==> src/rtl/bridge_pkg.sv <==
package bridge_pkg;
  typedef enum logic [2:0] {
    ST_IDLE,
    ST_CAPTURE,
    ST_REQUEST,
    ST_TRANSFER,
    ST_RESPOND
  } half_state_e;
endpackage

==> src/rtl/xlat_table.sv <==
module xlat_table #(
  parameter int AW      = 16,
  parameter int ENTRIES = 8
) (
  input  logic                       clk,
  input  logic                       rst_n,
  input  logic                       wr_en,
  input  logic [$clog2(ENTRIES)-1:0] wr_idx,
  input  logic                       wr_valid,
  input  logic [AW-1:0]              wr_src,
  input  logic [AW-1:0]              wr_dst,
  input  logic [AW-1:0]              lk_addr,
  output logic                       lk_hit,
  output logic [AW-1:0]              lk_dst
);
  localparam int IW = $clog2(ENTRIES);

  logic              ent_v   [ENTRIES];
  logic [AW-1:0]     ent_src [ENTRIES];
  logic [AW-1:0]     ent_dst [ENTRIES];
  logic [ENTRIES-1:0] match;

  always_ff @(posedge clk or negedge rst_n) begin
    if (!rst_n) begin
      for (int i = 0; i < ENTRIES; i++) begin
        ent_v[i]   <= 1'b0;
        ent_src[i] <= '0;
        ent_dst[i] <= '0;
      end
    end else if (wr_en) begin
      for (int i = 0; i < ENTRIES; i++) begin
        if (wr_idx == IW'(i)) begin
          ent_v[i]   <= wr_valid;
          ent_src[i] <= wr_src;
          ent_dst[i] <= wr_dst;
        end
      end
    end
  end

  for (genvar g = 0; g < ENTRIES; g++) begin : g_cmp
    assign match[g] = ent_v[g] && (ent_src[g] == lk_addr);
  end

  // Scan downward so the lowest matching index is the last to win
  always_comb begin
    lk_hit = |match;
    lk_dst = '0;
    for (int i = ENTRIES - 1; i >= 0; i--) begin
      if (match[i]) lk_dst = ent_dst[i];
    end
  end
endmodule

==> src/rtl/bridge_half.sv <==
module bridge_half
  import bridge_pkg::*;
#(
  parameter int AW = 16,
  parameter int DW = 16
) (
  input  logic          clk,
  input  logic          rst_n,
  input  logic          s_valid,
  output logic          s_ready,
  input  logic          s_write,
  input  logic [AW-1:0] s_addr,
  input  logic [DW-1:0] s_wdata,
  output logic [DW-1:0] s_rdata,
  output logic          m_req,
  input  logic          m_gnt,
  output logic          m_valid,
  input  logic          m_ready,
  output logic          m_write,
  output logic [AW-1:0] m_addr,
  output logic [DW-1:0] m_wdata,
  input  logic [DW-1:0] m_rdata,
  output logic [AW-1:0] lk_addr,
  input  logic          lk_hit,
  input  logic [AW-1:0] lk_dst
);
  half_state_e   state;
  logic [AW-1:0] cap_addr;
  logic          cap_write;
  logic [DW-1:0] cap_wdata;
  logic [AW-1:0] out_addr;
  logic [DW-1:0] rdata_q;

  assign lk_addr = (state == ST_IDLE) ? s_addr : cap_addr;

  always_ff @(posedge clk or negedge rst_n) begin
    if (!rst_n) begin
      state     <= ST_IDLE;
      cap_addr  <= '0;
      cap_write <= 1'b0;
      cap_wdata <= '0;
      out_addr  <= '0;
      rdata_q   <= '0;
    end else begin
      case (state)
        ST_IDLE: if (s_valid && lk_hit) begin
          cap_addr  <= s_addr;
          cap_write <= s_write;
          cap_wdata <= s_wdata;
          state     <= ST_CAPTURE;
        end
        ST_CAPTURE: begin
          out_addr <= lk_dst;
          state    <= ST_REQUEST;
        end
        ST_REQUEST: if (m_gnt) state <= ST_TRANSFER;
        ST_TRANSFER: if (m_ready) begin
          rdata_q <= cap_write ? '0 : m_rdata;
          state   <= ST_RESPOND;
        end
        ST_RESPOND: state <= ST_IDLE;
        default: state <= ST_IDLE;
      endcase
    end
  end

  assign m_req   = (state == ST_REQUEST) || (state == ST_TRANSFER);
  assign m_valid = (state == ST_TRANSFER);
  assign m_addr  = out_addr;
  assign m_write = cap_write;
  assign m_wdata = cap_wdata;
  assign s_ready = (state == ST_RESPOND);
  assign s_rdata = rdata_q;

  AST_DRIVE_AFTER_GRANT: assert property (@(posedge clk) disable iff (!rst_n) $rose(m_valid) |-> $past(m_gnt));
  AST_VALID_UNDER_REQ: assert property (@(posedge clk) disable iff (!rst_n) m_valid |-> m_req);
  AST_REQ_RELEASE: assert property (@(posedge clk) disable iff (!rst_n) (m_valid && m_ready) |=> (!m_req && s_ready));
  AST_XFER_HOLD: assert property (@(posedge clk) disable iff (!rst_n) (m_valid && !m_ready) |=> (m_valid && $stable(m_addr) && $stable(m_write) && $stable(m_wdata)));
  AST_ACK_PULSE: assert property (@(posedge clk) disable iff (!rst_n) s_ready |=> !s_ready);
  AST_ACK_AFTER_DONE: assert property (@(posedge clk) disable iff (!rst_n) s_ready |-> $past(m_valid && m_ready));
endmodule

==> src/rtl/bus_bridge_xlat.sv <==
module bus_bridge_xlat #(
  parameter int AW      = 16,
  parameter int DW      = 16,
  parameter int ENTRIES = 8
) (
  input  logic                       clk,
  input  logic                       rst_n,
  input  logic                       cfg_we,
  input  logic                       cfg_dir,
  input  logic [$clog2(ENTRIES)-1:0] cfg_idx,
  input  logic                       cfg_valid,
  input  logic [AW-1:0]              cfg_src,
  input  logic [AW-1:0]              cfg_dst,
  input  logic                       pri_s_valid,
  output logic                       pri_s_ready,
  input  logic                       pri_s_write,
  input  logic [AW-1:0]              pri_s_addr,
  input  logic [DW-1:0]              pri_s_wdata,
  output logic [DW-1:0]              pri_s_rdata,
  output logic                       pri_m_req,
  input  logic                       pri_m_gnt,
  output logic                       pri_m_valid,
  input  logic                       pri_m_ready,
  output logic                       pri_m_write,
  output logic [AW-1:0]              pri_m_addr,
  output logic [DW-1:0]              pri_m_wdata,
  input  logic [DW-1:0]              pri_m_rdata,
  input  logic                       sec_s_valid,
  output logic                       sec_s_ready,
  input  logic                       sec_s_write,
  input  logic [AW-1:0]              sec_s_addr,
  input  logic [DW-1:0]              sec_s_wdata,
  output logic [DW-1:0]              sec_s_rdata,
  output logic                       sec_m_req,
  input  logic                       sec_m_gnt,
  output logic                       sec_m_valid,
  input  logic                       sec_m_ready,
  output logic                       sec_m_write,
  output logic [AW-1:0]              sec_m_addr,
  output logic [DW-1:0]              sec_m_wdata,
  input  logic [DW-1:0]              sec_m_rdata
);
  localparam int NDIR = 2;

  logic [AW-1:0] lk_addr [NDIR];
  logic          lk_hit  [NDIR];
  logic [AW-1:0] lk_dst  [NDIR];

  // Table 0 serves the forward path, table 1 the return path
  for (genvar d = 0; d < NDIR; d++) begin : g_tab
    xlat_table #(.AW(AW), .ENTRIES(ENTRIES)) u_tab (
      .clk      (clk),
      .rst_n    (rst_n),
      .wr_en    (cfg_we && (cfg_dir == 1'(d))),
      .wr_idx   (cfg_idx),
      .wr_valid (cfg_valid),
      .wr_src   (cfg_src),
      .wr_dst   (cfg_dst),
      .lk_addr  (lk_addr[d]),
      .lk_hit   (lk_hit[d]),
      .lk_dst   (lk_dst[d])
    );
  end

  bridge_half #(.AW(AW), .DW(DW)) u_fwd (
    .clk (clk), .rst_n (rst_n),
    .s_valid (pri_s_valid), .s_ready (pri_s_ready), .s_write (pri_s_write),
    .s_addr (pri_s_addr), .s_wdata (pri_s_wdata), .s_rdata (pri_s_rdata),
    .m_req (sec_m_req), .m_gnt (sec_m_gnt), .m_valid (sec_m_valid),
    .m_ready (sec_m_ready), .m_write (sec_m_write), .m_addr (sec_m_addr),
    .m_wdata (sec_m_wdata), .m_rdata (sec_m_rdata),
    .lk_addr (lk_addr[0]), .lk_hit (lk_hit[0]), .lk_dst (lk_dst[0])
  );

  bridge_half #(.AW(AW), .DW(DW)) u_ret (
    .clk (clk), .rst_n (rst_n),
    .s_valid (sec_s_valid), .s_ready (sec_s_ready), .s_write (sec_s_write),
    .s_addr (sec_s_addr), .s_wdata (sec_s_wdata), .s_rdata (sec_s_rdata),
    .m_req (pri_m_req), .m_gnt (pri_m_gnt), .m_valid (pri_m_valid),
    .m_ready (pri_m_ready), .m_write (pri_m_write), .m_addr (pri_m_addr),
    .m_wdata (pri_m_wdata), .m_rdata (pri_m_rdata),
    .lk_addr (lk_addr[1]), .lk_hit (lk_hit[1]), .lk_dst (lk_dst[1])
  );
endmodule

==> config.mk <==
export PLATFORM = sky130hd
export DESIGN_NAME = bus_bridge_xlat
export DESIGN_NICKNAME = d
export VERILOG_FILES = /design/src/rtl/bridge_pkg.sv /design/src/rtl/xlat_table.sv /design/src/rtl/bridge_half.sv /design/src/rtl/bus_bridge_xlat.sv
export SDC_FILE = /design/constraint.sdc
export NUM_CORES = 1
export LEC_CHECK = 0
export CAP_MARGIN = 20
export CORE_ASPECT_RATIO = 1.75
export CORE_MARGIN = 5
export CORE_UTILIZATION = 35
export DETAILED_ROUTE_END_ITERATION = 7
export DONT_BUFFER_PORTS = 1
export HOLD_SLACK_MARGIN = 0.12
export PLACE_DENSITY = 0.53
export SKIP_LAST_GASP = 1
export SLEW_MARGIN = 15
export SYNTH_ARGS = -nofsm -noshare
export SYNTH_HDL_FRONTEND = slang
export SYNTH_SLANG_ARGS = --single-unit
==> constraint.sdc <==
create_clock -name clk -period 10.3 [get_ports clk]
set_clock_uncertainty 0.15 [all_clocks]
set_input_delay 2.06 -clock clk [delete_from_list [all_inputs] [get_ports clk]]
set_output_delay 2.06 -clock clk [all_outputs]
set_load 0.02 [all_outputs]
==> summary.md <==
| Metric | Value |
|---|---|
| Worst Setup End Kind | register |
| PostCTS Resize Cnt | 0 |
| Worst Path Arrival | 5.66 ns |
| Drt total wl | ~120,000 um |
| Drt pass-1 iters | 7 |
| Fmax | 0.189 GHz |
| Port bufs | 0 |
| Synth unique cells | 91 |
| Layout cell share with drive strength beyond 1 | 0.241 |
| Global route hottest layer | met2 |
| Length in cells of the worst reg-to-reg path | 12 |
| Number of synthesized flops with an enable pin | 0 |
| Max VDD drop | 120 uV |
| Worst-Skew Late Latency | 0.66 ns |
| Met3 Usage GRT | 0.0543 |
| Min-Delay Path Depth | 1 |
| Area occupied by multi-input gates | 0.0162 mm^2 |
| Register area | 0.0166 mm^2 |
| Clk slew on worst S/H paths | 0.06 ns |
| Fill cells | 9,457 |
| Hold_ws | around 0.35 ns |
| Cell area after layout | 0.0378 mm^2 |
| Status | complete, no violations |
| Die X | 246 um |
| CP Data Required Time | 10.67 ns |
| Hold_buf cts | 0 |
| Drc violations | 0 |
| Die area | 0.104 mm^2 |
| GP Congestion | 0.959 |
| # placed instances | 4,200 |
| Synth Net Count | 3,229 |
| Worst Path Max Fanout | 34 |
| Wirelength per Cell | between 20 and 30 um |
| Nets | 3,119 |
| Most frequent cells in the layout | dfrtp_1, mux2_2, nand2_1 |
| RSZ-0062 raised after global routing | false |
| Die Y-Extent | 423 um |
| Relative slew slack | 0.252 |
| Row cnt | 151 |
| TritonCTS Buffers | 67 |
| Vias in the first global route | 25,409 |
| Fin crit share | 0.513 |
| Routed Antenna Nets | 0 |
| Most common cell after layout, fill and taps aside | dfrtp_1 |
| CTS sink count | 664 |
| #FFs+latches synth | 664 |
| Setup TNS | 0 ns |
| Leak | roughly 16 nW |
| Area Overhead vs Synth | 10.7% |
| Clk buf depth | 3 |
| Mapped cell area | 0.0341 mm^2 |
| Most used DFF post-synth | dfrtp_1 |
| Power density over the cells | 222 mW/mm^2 |
| Setup Slack @ Placement | 4.38 ns |
| Via count | 24,596 |
| Asr flop ratio synth | 1.00 |
| First-pass GRT wire length | 177,000 um |
| Gr usage total | 0.228 |
| Number of failing hold endpoints at the final stage | 0 |
| Met2 usage | 0.398 |
| Grt met1 use | 0.257 |
| Flop-to-flop setup slack | 5.09 ns |
| Fin crit period | approximately 5.3 ns |
| Hold_sp | g_tab[1].u_tab.ent_dst[94] |
| Fin cells | 4,329 |
| Worst hold path type | register to register |
| Num ports | between 200 and 250 |
| Htree depth | 3 |
| Critical Path Source Type | input pin |
| Clk root buf | clkbuf_16 |
| Largest net degree at the start of global routing | 665 |
| RR Endpoint | u_ret.m_wdata[2] |
| Grt total ovfl | 0 |
| Critical path class | input pin to register |
| Hold worst-path end | g_tab[1].u_tab.ent_dst[94] |
| Tightest Pin Transition | 1.12 ns |
| Cells after Synth | 3,085 |
| Total core area | 0.0969 mm^2 |
| CTS tree | yes |
| Sequential fraction of the synthesis area | 0.487 |
| Setup Viol. Count Final | 0 |
| Yosys warns | 0 |
| Syn_area_per_cell | 11.1 um^2 |
| PnR worst setup slack | 5.01 ns |
| Via density | between 5 and 6 |
| Initial drt markers | about 2,100 |
| Placement-stage cell area | 0.0353 mm^2 |
| DP Wirelength | 81,300 um |
| Initial antenna violation count | 1 |
| Slew Limit Fails | 0 |
| # Post-CTS Setup Buffers | 0 |
| Initial Util | 0.352 |
| Reported max-cap violation count | 0 |
| Reg-to-reg startpoint | u_ret.state[2] |
[cell usage after synthesis, types with 7 or more instances]
master	n	area, um^2
a22o_1	19	166
mux2_2	491	5530
or3_1	17	106
clkbuf_1	178	668
or4b_2	11	110
buf_1	12	45.0
xnor2_1	119	1040
a222oi_1	17	170
o2111ai_1	28	245
a211oi_1	23	173
and2_1	24	150
a22oi_1	15	113
a21oi_1	88	440
nand3_1	51	255
and3_1	8	50.1
mux2i_1	63	631
a41o_1	9	90.1
nand3b_1	39	293
nor4_1	28	175
nand4_1	27	169
dfrtp_1	664	16600
a31oi_1	30	188
nand2_1	213	800
or4_1	7	52.6
xor2_1	86	753
nor2_1	92	345
nand2b_1	87	544
mux2_4	21	315
o22ai_1	25	156
o2bb2ai_1	11	96.3
buf_2	27	135
nor2b_1	26	163
o31ai_1	19	143
buf_6	8	90.1
o21ai_0	164	821
nor4b_1	9	78.8
nor3_1	26	130
o21ai_1	11	55.1
a221oi_1	12	105
a21o_1	11	82.6
a311oi_1	8	70.1
o221ai_1	25	219
inv_1	129	484
[logic make-up (layout without fill, tap and decap cells)]
group / Yosys count / count (layout) / synth area share
buf+inv: 357 / 300 / 0.0423
simple gates: 701 / 701 / 0.112
xor+xnor: 205 / 205 / 0.0526
mux: 581 / 581 / 0.192
compound gates: 577 / 577 / 0.114
flops: 664 / 664 / 0.487
other cells: 0 / 1 / 0
[flip-flops by register name, summed over array words and instances (netlist names)]
register / flops
g_tab.u_tab.ent_src: 256
u_fwd.m_addr: 16
u_ret.s_rdata: 16
g_tab.u_tab.ent_dst: 256
u_fwd.m_wdata: 16
u_ret.m_write: 1
u_ret.m_addr: 16
u_ret.m_wdata: 16
u_fwd.s_rdata: 16
u_ret.cap_addr: 16
u_fwd.m_write: 1
u_fwd.state: 3
u_ret.state: 3
u_fwd.cap_addr: 16
g_tab.u_tab.ent_v: 16
[metal layers]
| layer | share of wire | wire length [um] |
|---|---|---|
| met3 | 0.060 | 7240 |
| met1 | 0.37 | 44900 |
| met2 | 0.51 | 61500 |
| met4 | 0.061 | 7400 |
| met5 | 0 | 0 |
[worst max-delay path by stage]
| stage | from | to | slack [ns] | cells after the start |
|---|---|---|---|---|
| finish | sec_s_addr[7] | u_ret.m_wdata[2] | 5.01 | 10 |
| global route | sec_s_addr[7] | u_ret.m_wdata[2] | 4.85 | 10 |
| CTS | sec_s_addr[7] | u_ret.m_wdata[11] | 5.08 | 10 |
| detailed placement | sec_s_addr[7] | u_ret.m_wdata[11] | 4.38 | 10 |
| global placement | sec_s_addr[7] | u_ret.m_wdata[11] | 4.46 | 10 |
| floorplan | sec_s_addr[13] | u_ret.m_wdata[10] | 5.04 | 12 |
[power breakdown]
part	switching, W	total (W)	internal [W]
combinational	0.00106	0.00192	0.000864
clock	0.00113	0.00271	0.00158
sequential	0.000577	0.00374	0.00316
total	0.00276	0.00838	0.00561
[metrics by stage]
stage	utilization	total power, W
after global routing	0.390	0.00876
final	0.390	0.00838
after CTS	0.388	0.00839
after floorplan	-	0.00505
after global placement	0.364	0.00562
after detailed placement	0.364	0.00565
[layout make-up]
cell class / count / share of cell area
inverter: 129 / 0.0128
antenna: 1 / 0.0000662
timing repair buffer: 49 / 0.0124
clock buffer: 94 / 0.0516
clock inverter: 28 / 0.0116
multi-input combinational: 2064 / 0.429
sequential: 664 / 0.440
tap: 1300 / 0.0430
[worst max-delay path: stages]
cell	delay, ns
or4b_1	0.52
and2_1	0.28
o2bb2ai_1	0.18
or4_1	0.52
nor2_1	0.80
nor2_1	0.11
nand4_1	0.13
o311a_2	0.16
buf_4	0.48
mux2_2	0.40
No activity file was read; power rests on OpenSTA's default activity.
